==> config.mk <==
export PLATFORM = sky130hd
export DESIGN_NAME = shadowSnoopResponder
export DESIGN_NICKNAME = d
export VERILOG_FILES = /design/src/rtl/shadowSnoopPkg.sv /design/src/rtl/snoopCtrl.sv /design/src/rtl/shadowTagPath.sv /design/src/rtl/shadowSnoopResponder.sv
export SDC_FILE = /design/constraint.sdc
export NUM_CORES = 2
export LEC_CHECK = 0
export BUFFER_PORTS_ARGS = -buffer_cell sky130_fd_sc_hd__buf_2
export CAP_MARGIN = 20
export CELL_PAD_IN_SITES_DETAIL_PLACEMENT = 0
export CELL_PAD_IN_SITES_GLOBAL_PLACEMENT = 2
export CORE_ASPECT_RATIO = 0.8
export CORE_MARGIN = 2
export CORE_UTILIZATION = 46
export DETAILED_ROUTE_END_ITERATION = 10
export PLACE_DENSITY = 0.83
export RECOVER_POWER = 100
export SYNTH_ARGS = -nofsm -noshare
export SYNTH_HDL_FRONTEND = slang
export SYNTH_SLANG_ARGS = --single-unit
export TNS_END_PERCENT = 100
==> constraint.sdc <==
create_clock -name clk -period 6.73 [get_ports clk]
set_input_delay 0.673 -clock clk [delete_from_list [all_inputs] [get_ports clk]]
set_output_delay 0.673 -clock clk [all_outputs]
set_load 0.03 [all_outputs]
==> src/rtl/shadowSnoopPkg.sv <==
package shadowSnoopPkg;

  typedef enum logic [1:0] {
    LINE_INV = 2'b00,
    LINE_SHR = 2'b01,
    LINE_MOD = 2'b10
  } lineState_e;

  typedef enum logic [1:0] {
    RSP_MISS = 2'b00,
    RSP_SHR  = 2'b01,
    RSP_MOD  = 2'b10
  } rspCode_e;

  // Strobes from the control decision to the datapath registers
  typedef struct packed {
    logic       rspValid;
    logic [1:0] rspCode;
    logic       cmdValid;
    logic       doWriteBack;
    logic       doInvalidate;
    logic       stateWrite;
    logic [1:0] nextState;
  } snpStrobe_t;

endpackage

==> src/rtl/snoopCtrl.sv <==
module snoopCtrl
  import shadowSnoopPkg::*;
(
  input  logic       lookValid,
  input  logic       lookExcl,
  input  logic       lookHit,
  input  logic [1:0] lookState,
  output snpStrobe_t strb
);

  always_comb begin
    strb          = '0;
    strb.rspValid = lookValid;
    strb.rspCode  = RSP_MISS;
    if (lookValid && lookHit) begin
      strb.rspCode = (lookState == LINE_MOD) ? RSP_MOD : RSP_SHR;
      if (lookExcl) begin
        // ownership request: the line leaves this cache, dirty data returns first
        strb.cmdValid     = 1'b1;
        strb.doInvalidate = 1'b1;
        strb.doWriteBack  = (lookState == LINE_MOD);
        strb.stateWrite   = 1'b1;
        strb.nextState    = LINE_INV;
      end else if (lookState == LINE_MOD) begin
        // shared read of dirty line: supply data, keep a clean copy
        strb.cmdValid    = 1'b1;
        strb.doWriteBack = 1'b1;
        strb.stateWrite  = 1'b1;
        strb.nextState   = LINE_SHR;
      end
    end
  end

endmodule

==> src/rtl/shadowTagPath.sv <==
module shadowTagPath
  import shadowSnoopPkg::*;
#(
  parameter int ADDR_W     = 32,
  parameter int SETS       = 64,
  parameter int LINE_BYTES = 128
) (
  input  logic              clk,
  input  logic              rstN,
  input  logic              snpValid,
  input  logic [ADDR_W-1:0] snpAddr,
  input  logic              snpExcl,
  input  logic              updValid,
  input  logic [ADDR_W-1:0] updAddr,
  input  logic [1:0]        updState,
  input  snpStrobe_t        strb,
  output logic              lookValid,
  output logic              lookExcl,
  output logic              lookHit,
  output logic [1:0]        lookState,
  output logic              rspValid,
  output logic [1:0]        rspStatus,
  output logic              cmdValid,
  output logic [ADDR_W-1:0] cmdAddr,
  output logic              cmdWriteBack,
  output logic              cmdInvalidate
);

  localparam int OFFSET_W = $clog2(LINE_BYTES);
  localparam int INDEX_W  = $clog2(SETS);
  localparam int TAG_W    = ADDR_W - INDEX_W - OFFSET_W;

  // Stage 1: registered probe
  logic              s1Valid;
  logic              s1Excl;
  logic [ADDR_W-1:0] s1Addr;

  always_ff @(posedge clk) begin
    if (!rstN) begin
      s1Valid <= 1'b0;
      s1Excl  <= 1'b0;
      s1Addr  <= '0;
    end else begin
      s1Valid <= snpValid;
      s1Excl  <= snpExcl;
      s1Addr  <= snpAddr;
    end
  end

  logic [INDEX_W-1:0] s1Idx;
  logic [TAG_W-1:0]   s1Tag;
  logic [INDEX_W-1:0] updIdx;
  logic [TAG_W-1:0]   updTag;

  assign s1Idx  = s1Addr[OFFSET_W +: INDEX_W];
  assign s1Tag  = s1Addr[ADDR_W-1 -: TAG_W];
  assign updIdx = updAddr[OFFSET_W +: INDEX_W];
  assign updTag = updAddr[ADDR_W-1 -: TAG_W];

  // Shadow directory
  logic [TAG_W-1:0] tagArr   [SETS];
  logic [1:0]       stateArr [SETS];

  assign lookValid = s1Valid;
  assign lookExcl  = s1Excl;
  assign lookState = stateArr[s1Idx];
  assign lookHit   = s1Valid && (stateArr[s1Idx] != LINE_INV) && (tagArr[s1Idx] == s1Tag);

  always_ff @(posedge clk) begin
    if (!rstN) begin
      for (int s = 0; s < SETS; s++) begin
        tagArr[s]   <= '0;
        stateArr[s] <= LINE_INV;
      end
    end else begin
      for (int s = 0; s < SETS; s++) begin
        if (strb.stateWrite && (s1Idx == INDEX_W'(s))) begin
          // probe result overrides a same-set processor update
          tagArr[s]   <= s1Tag;
          stateArr[s] <= strb.nextState;
        end else if (updValid && (updIdx == INDEX_W'(s))) begin
          tagArr[s]   <= updTag;
          stateArr[s] <= updState;
        end
      end
    end
  end

  // Stage 2: response and command registers
  always_ff @(posedge clk) begin
    if (!rstN) begin
      rspValid      <= 1'b0;
      rspStatus     <= RSP_MISS;
      cmdValid      <= 1'b0;
      cmdAddr       <= '0;
      cmdWriteBack  <= 1'b0;
      cmdInvalidate <= 1'b0;
    end else begin
      rspValid      <= strb.rspValid;
      rspStatus     <= strb.rspCode;
      cmdValid      <= strb.cmdValid;
      cmdAddr       <= {s1Addr[ADDR_W-1:OFFSET_W], {OFFSET_W{1'b0}}};
      cmdWriteBack  <= strb.doWriteBack;
      cmdInvalidate <= strb.doInvalidate;
    end
  end

  // directory never holds the unused state code
  p_state_legal_r2: assert property (@(posedge clk) disable iff (!rstN)
    s1Valid |-> (lookState != 2'b11));

  // a probe write lands in its set with its tag, whatever the update did
  p_snoop_wins_r10: assert property (@(posedge clk) disable iff (!rstN)
    strb.stateWrite |=> (stateArr[$past(s1Idx)] == $past(strb.nextState))
                        && (tagArr[$past(s1Idx)] == $past(s1Tag)));

endmodule

==> src/rtl/shadowSnoopResponder.sv <==
module shadowSnoopResponder
  import shadowSnoopPkg::*;
#(
  parameter int ADDR_W     = 32,
  parameter int SETS       = 64,
  parameter int LINE_BYTES = 128
) (
  input  logic              clk,
  input  logic              rstN,
  input  logic              snpValid,
  input  logic [ADDR_W-1:0] snpAddr,
  input  logic              snpExcl,
  input  logic              updValid,
  input  logic [ADDR_W-1:0] updAddr,
  input  logic [1:0]        updState,
  output logic              rspValid,
  output logic [1:0]        rspStatus,
  output logic              cmdValid,
  output logic [ADDR_W-1:0] cmdAddr,
  output logic              cmdWriteBack,
  output logic              cmdInvalidate
);

  localparam int OFFSET_W = $clog2(LINE_BYTES);

  snpStrobe_t strb;
  logic       lookValid;
  logic       lookExcl;
  logic       lookHit;
  logic [1:0] lookState;

  shadowTagPath #(
    .ADDR_W     (ADDR_W),
    .SETS       (SETS),
    .LINE_BYTES (LINE_BYTES)
  ) u_path (
    .clk           (clk),
    .rstN          (rstN),
    .snpValid      (snpValid),
    .snpAddr       (snpAddr),
    .snpExcl       (snpExcl),
    .updValid      (updValid),
    .updAddr       (updAddr),
    .updState      (updState),
    .strb          (strb),
    .lookValid     (lookValid),
    .lookExcl      (lookExcl),
    .lookHit       (lookHit),
    .lookState     (lookState),
    .rspValid      (rspValid),
    .rspStatus     (rspStatus),
    .cmdValid      (cmdValid),
    .cmdAddr       (cmdAddr),
    .cmdWriteBack  (cmdWriteBack),
    .cmdInvalidate (cmdInvalidate)
  );

  snoopCtrl u_ctrl (
    .lookValid (lookValid),
    .lookExcl  (lookExcl),
    .lookHit   (lookHit),
    .lookState (lookState),
    .strb      (strb)
  );

  logic [ADDR_W-OFFSET_W-1:0] snpLine;
  assign snpLine = snpAddr[ADDR_W-1:OFFSET_W];

  // one response per probe, two edges later
  p_latency_r3: assert property (@(posedge clk) disable iff (!rstN)
    rspValid == $past(snpValid, 2));

  // unused response code never produced
  p_rsp_code_r4: assert property (@(posedge clk) disable iff (!rstN)
    rspValid |-> (rspStatus != 2'b11));

  // a shared read never invalidates
  p_read_no_inv_r5: assert property (@(posedge clk) disable iff (!rstN)
    ($past(snpValid, 2) && !$past(snpExcl, 2)) |-> !(cmdValid && cmdInvalidate));

  // an exclusive probe that hits always invalidates
  p_excl_inv_r7: assert property (@(posedge clk) disable iff (!rstN)
    (rspValid && (rspStatus != RSP_MISS) && $past(snpExcl, 2)) |-> (cmdValid && cmdInvalidate));

  // a miss is silent
  p_miss_quiet_r9: assert property (@(posedge clk) disable iff (!rstN)
    (rspValid && (rspStatus == RSP_MISS)) |-> !cmdValid);

  // command names the probed line
  p_cmd_addr_r11: assert property (@(posedge clk) disable iff (!rstN)
    cmdValid |-> (cmdAddr[ADDR_W-1:OFFSET_W] == $past(snpLine, 2)));

endmodule

* Word-level counts from Yosys, hierarchy flattened *
Memories as Yosys holds them, arrays and structs flattened. A register that Yosys moved wholly into a read port is not among the register bits.
Cells that the tools add are included.

word-level totals
  bits in registers = 72
  bits in writable memories = 1344
  input port bits = 71
  output and inout port bits = 38
  memories = 2

operators by class
  equal/unequal tests = 128
  multiplexer cells = 714
  bitwise operators = 256
  reduce and logical (&&, ||, !) cells = 135

memories
  memory           words  bits a word  read ports  clocked after Yosys merged registers in  write ports  line                 RTL
  u_path.tagArr    64     19           1           1                                        64           shadowTagPath.sv:61  logic [TAG_W-1:0] tagArr [SETS];
  u_path.stateArr  64     2            1           1                                        64           shadowTagPath.sv:62  logic [1:0] stateArr [SETS];

operators by type and width
  cell                number
  $mux 19             128
  $mux 1              450
  $eq 6x6->1 const B  64
  $mux 2              131
  $or 1x1->1          256
  $eq 6x5->1 const B  32
  $logic_and 1x1->1   131
  $eq 6x4->1 const B  16
  $eq 6x3->1 const B  8
  $eq 6x2->1 const B  4
  $eq 19x19->1        1
  $eq 6x1->1 const B  2
  $logic_not 6->1     2
  $mux 6              2
  $mux 3              3
  $eq 2x2->1 const B  1
  $reduce_and 2->1    1
  $reduce_bool 2->1   1

* Logic depth before layout (Yosys ltp) *
  depth after elaboration = 11
  depth in mapped cells = 20
  gate-level depth less buffers = 10

* Hierarchy *
A second synthesis with hierarchy kept.

second synthesis, totals
  cell total of the unflattened synthesis = 5843
  area, all modules = 70928.0 sq um

by module, submodules not included
  module         instances  cells each  area each (sq um)
  shadowTagPath  1          5830        70841.7
  snoopCtrl      1          13          86.3

* Worst setup path before layout *
Ideal clock, no wire load.

  kind = register to register
  start = reg u_path.s1Addr[8]
  end = mem u_path.stateArr[60][0] (enable)
  arrival = 4.667 ns
  data required time = 6.302 ns
  path slack = 1.634 ns
  cell stages (with the launch flop) = 17
  clock period less this slack = 5.096 ns
  path through = dfxtp_1 buf_2 buf_6 buf_6 buf_6 buf_4 mux4_2 a221oi_1 a41oi_1 xnor2_1 o2111ai_1 nor4bb_1 nand4_1 clkbuf_1 buf_2 clkbuf_1 o21ai_0

RTL lines
  what                    line                 RTL
  start, declared         shadowTagPath.sv:36  logic [ADDR_W-1:0] s1Addr;
  start signal, assigned  shadowTagPath.sv:46  s1Addr <= snpAddr;
  end, declared           shadowTagPath.sv:62

==> flow_summary_export.csv <==
group,metric,value,unit
global_route,grt_pass1_wl,391000,um
setup_path,rr_startpoint,"u_path.s1Addr[9]",
cts,clkSlewWorstSetupHoldPaths,0.06,ns
hold_path,hold_depth,2,
cts,cts_root_buf,"clkbuf_16",
setup_path,critPathKind,"flip-flop to flip-flop",
pwr,ir_worst_vdd,0.000263,V
layout,nets,5475,
global_route,grt_use_total,0.340,
synthesis,synth_area,74000,sq um
floorplan,dieArea,164000,sq um
placement,io_buffers,87,
route,wl_met3,35600,um
setup_path,crit_arrival,7.00,ns
sta,period_share,0.977,
layout,nFillCells,13588,
floorplan,num_rows,131,
placement,dp.final_hpwl,183000,um
cts,h-tree-depth,4,
synthesis,synth_top_flop_cell,"edfxtp_1",
route,drc,0,
pwr,power.total,0.0208,W
layout,seqCellArea,41500,sq um
floorplan,pin_count,109,
sta,maxSlewHeadroom,-1.13,
floorplan,start_util,0.464,
layout,final_common_cell,"edfxtp_1",
synthesis,synthMuxAreaShare,0.282,
synthesis,synthSimpleGateAreaFrac,0.0808,
sta,tightest_slew,3.20,ns
cts,clkLatencyLatePin,0.82,ns
global_route,grt_overflow,0,
route,wl_met1,113000,um
synthesis,synth_edf_count,1344,
placement,place_congestion,0.965,
cts,cts.sinks,1401,
route,drt-initial-drc-count,8617,
layout,drive_gt1_frac,0.239,
synthesis,synth_xor_area_frac,0.00154,
layout,layout_common_cells,"edfxtp_1, mux2i_1, nand2_1",
setup_path,crit_fanout,26,
pwr,power_density,252,nW/um^2
synthesis,synthArstFlopShare,0,
cts,cts_tree,"done",
cts,hold_buffers,0,
route,dr.pass1.iters,5,
floorplan,die_width,452,um
synthesis,synthCells,5416,
route,wl_met2,122000,um
synthesis,synth_seq_area_share,0.561,
cts,postCtsSetupBuffers,0,
layout,multiInputGateArea,29400,sq um
sta,period_minus_slack,6.57,ns
route,vias_per_cell,6.66,
setup_path,r2r_slack,0.16,ns
setup_path,critPathRequiredTime,7.16,ns
floorplan,die-height,363,um
hold_path,worstHoldPathType,"input pin to flip-flop",
synthesis,ys.warnings.count,0,
cts,cts_resized,0,
setup_path,endpoint_kind,"flip-flop",
cts,cts_buffers,148,
setup_path,crit_path_start_kind,"flip-flop",
synthesis,avgSynthCellArea,13.7,sq um
sta,max_freq,152,MHz
setup_path,r2r_cells,14,
hold_path,hold_start,"snpAddr[7]",
synthesis,synth-seq-cells,1401,
global_route,grt_max_degree,80,
global_route,antenna_found_initial,12,
synthesis,synth_top_family_by_area,"multiplexers",
sta,skew,0.0347,ns
run_status,status,"complete, but fails checks",
sta,rsz0062_at_grt,"false",
hold_path,worstHoldEndpoint,"u_path.s1Addr[7]",
synthesis,synth_compound_area_frac,0.0336,
job,drv_cap,10,
route,routed-via-count,51015,
sta,setup_violations,0,
route,finalWirelength,283000,um
sta,fin_tns_setup,0,ns
synthesis,synth_fa_ha_area_frac,0,
floorplan,core_area,160000,sq um
route,avgRoutedWirePerCell,37.0,um
layout,syn_to_final_growth,11.3,%
cts,clk_path_buf_depth,3,
route,top_layer,"met5",
sta,finalHoldViolCount,0,
synthesis,synth_cell_types,73,
run_status,violations,"max-capacitance violations, max-slew violations",
pwr,p_leak,32.6,nW
route,antenna_left,0,
sta,drv_slew,387,
global_route,grt_pass1_vias,48584,
setup_path,r2r_end,"u_path.tagArr[37][17]",
-- per-layer routing --
layer	up-vias	track usage
met3	510	0.0785
li1	20501	-
met4	2	0.140
met5	-	0
met1	26337	0.489
met2	3665	0.494
-- sequential cells by signal, summed over array words and instances (netlist names) --
register,count
u_path.tagArr,1216
u_path.stateArr,128
u_path.cmdAddr,25
u_path.s1Addr,25
u_path.rspStatus,2
u_path.cmdInvalidate,1
u_path.cmdValid,1
u_path.lookExcl,1
u_path.lookValid,1
u_path.rspValid,1
-- worst max path at each step --
| stage | end | slack, ns | from |
|---|---|---|---|
| after floorplan | u_path.stateArr[60][0] | 1.63 | u_path.s1Addr[8] |
| after global placement | u_path.tagArr[28][6] | 0.98 | u_path.s1Addr[7] |
| after detailed placement | u_path.tagArr[15][16] | 0.96 | u_path.s1Addr[7] |
| after CTS | u_path.tagArr[22][10] | 0.92 | u_path.s1Addr[7] |
| after global routing | u_path.tagArr[30][18] | 0.35 | u_path.s1Addr[9] |
| final | u_path.tagArr[37][17] | 0.16 | u_path.s1Addr[9] |
-- cells in the mapped netlist, drive strengths merged (60+ instances only) --
library cell | count | area, sq um
nand4 | 76 | 733
mux4 | 257 | 5790
buf | 269 | 1560
a22oi | 99 | 743
mux2 | 392 | 4410
nand3 | 75 | 375
nor2 | 121 | 454
edfxtp | 1344 | 40400
clkbuf | 368 | 1380
nand2 | 778 | 2920
mux2i | 1067 | 10700
o21ai | 60 | 300
-- report_power, final --
group	switching, W	internal [W]	leakage, nW
Clock	0.00366	0.00470	2.32
Sequential	0.000204	0.0101	13.4
Combinational	0.00145	0.000697	16.9
Total	0.00531	0.0155	32.6
-- critical path, stage by stage (launching register included) --
cell and delay [ns]:
dfxtp_1 1.34, buf_4 0.42, buf_4 0.27, nor2b_1 0.10
buf_4 0.24, a22oi_1 0.74, a21oi_1 0.15, a31oi_1 0.60
o211ai_1 0.22, nor4bb_1 0.46, and4_1 0.41, buf_4 0.26
nand2_1 0.08, o211ai_1 0.09, clkbuf_2 0.74
-- logic make-up (layout without fill, tap and decap cells) --
logic type | Yosys count | after routing
buffers and inverters | 662 | 765
DFF | 1401 | 1401
other | 1 | 16
xor gates and xnor gates | 13 | 13
AOI/OAI and AO/OA | 350 | 350
muxes | 1716 | 1716
and+or+nand+nor | 1273 | 1273
-- stage by stage --
stage | setup WS (ns) | hold slack, ns | util | cell area, sq um | cells
global placement | 0.979 | 0.531 | 0.492 | 78600 | 7375
CTS | 0.916 | 0.0259 | 0.522 | 83400 | 7648
detailed placement | 0.956 | 0.539 | 0.492 | 78600 | 7377
global route | 0.351 | 0.0510 | 0.516 | 82300 | 7658
floorplan | 1.63 | 0.457 | - | 74000 | 5422
finish | 0.158 | 0.0661 | 0.516 | 82400 | 7662
-- cell type report --
| class | count | share of cell area |
|---|---|---|
| Clock inverter | 77 | 0.00866 |
| Multi-Input combinational cell | 3359 | 0.357 |
| Antenna cell | 9 | 0.000273 |
| Sequential cell | 1401 | 0.504 |
| Timing Repair Buffer | 469 | 0.0467 |
| Inverter | 25 | 0.00114 |
| Clock buffer | 194 | 0.0495 |
| Tap cell | 2128 | 0.0323 |
(Power assumes the default switching activity.)
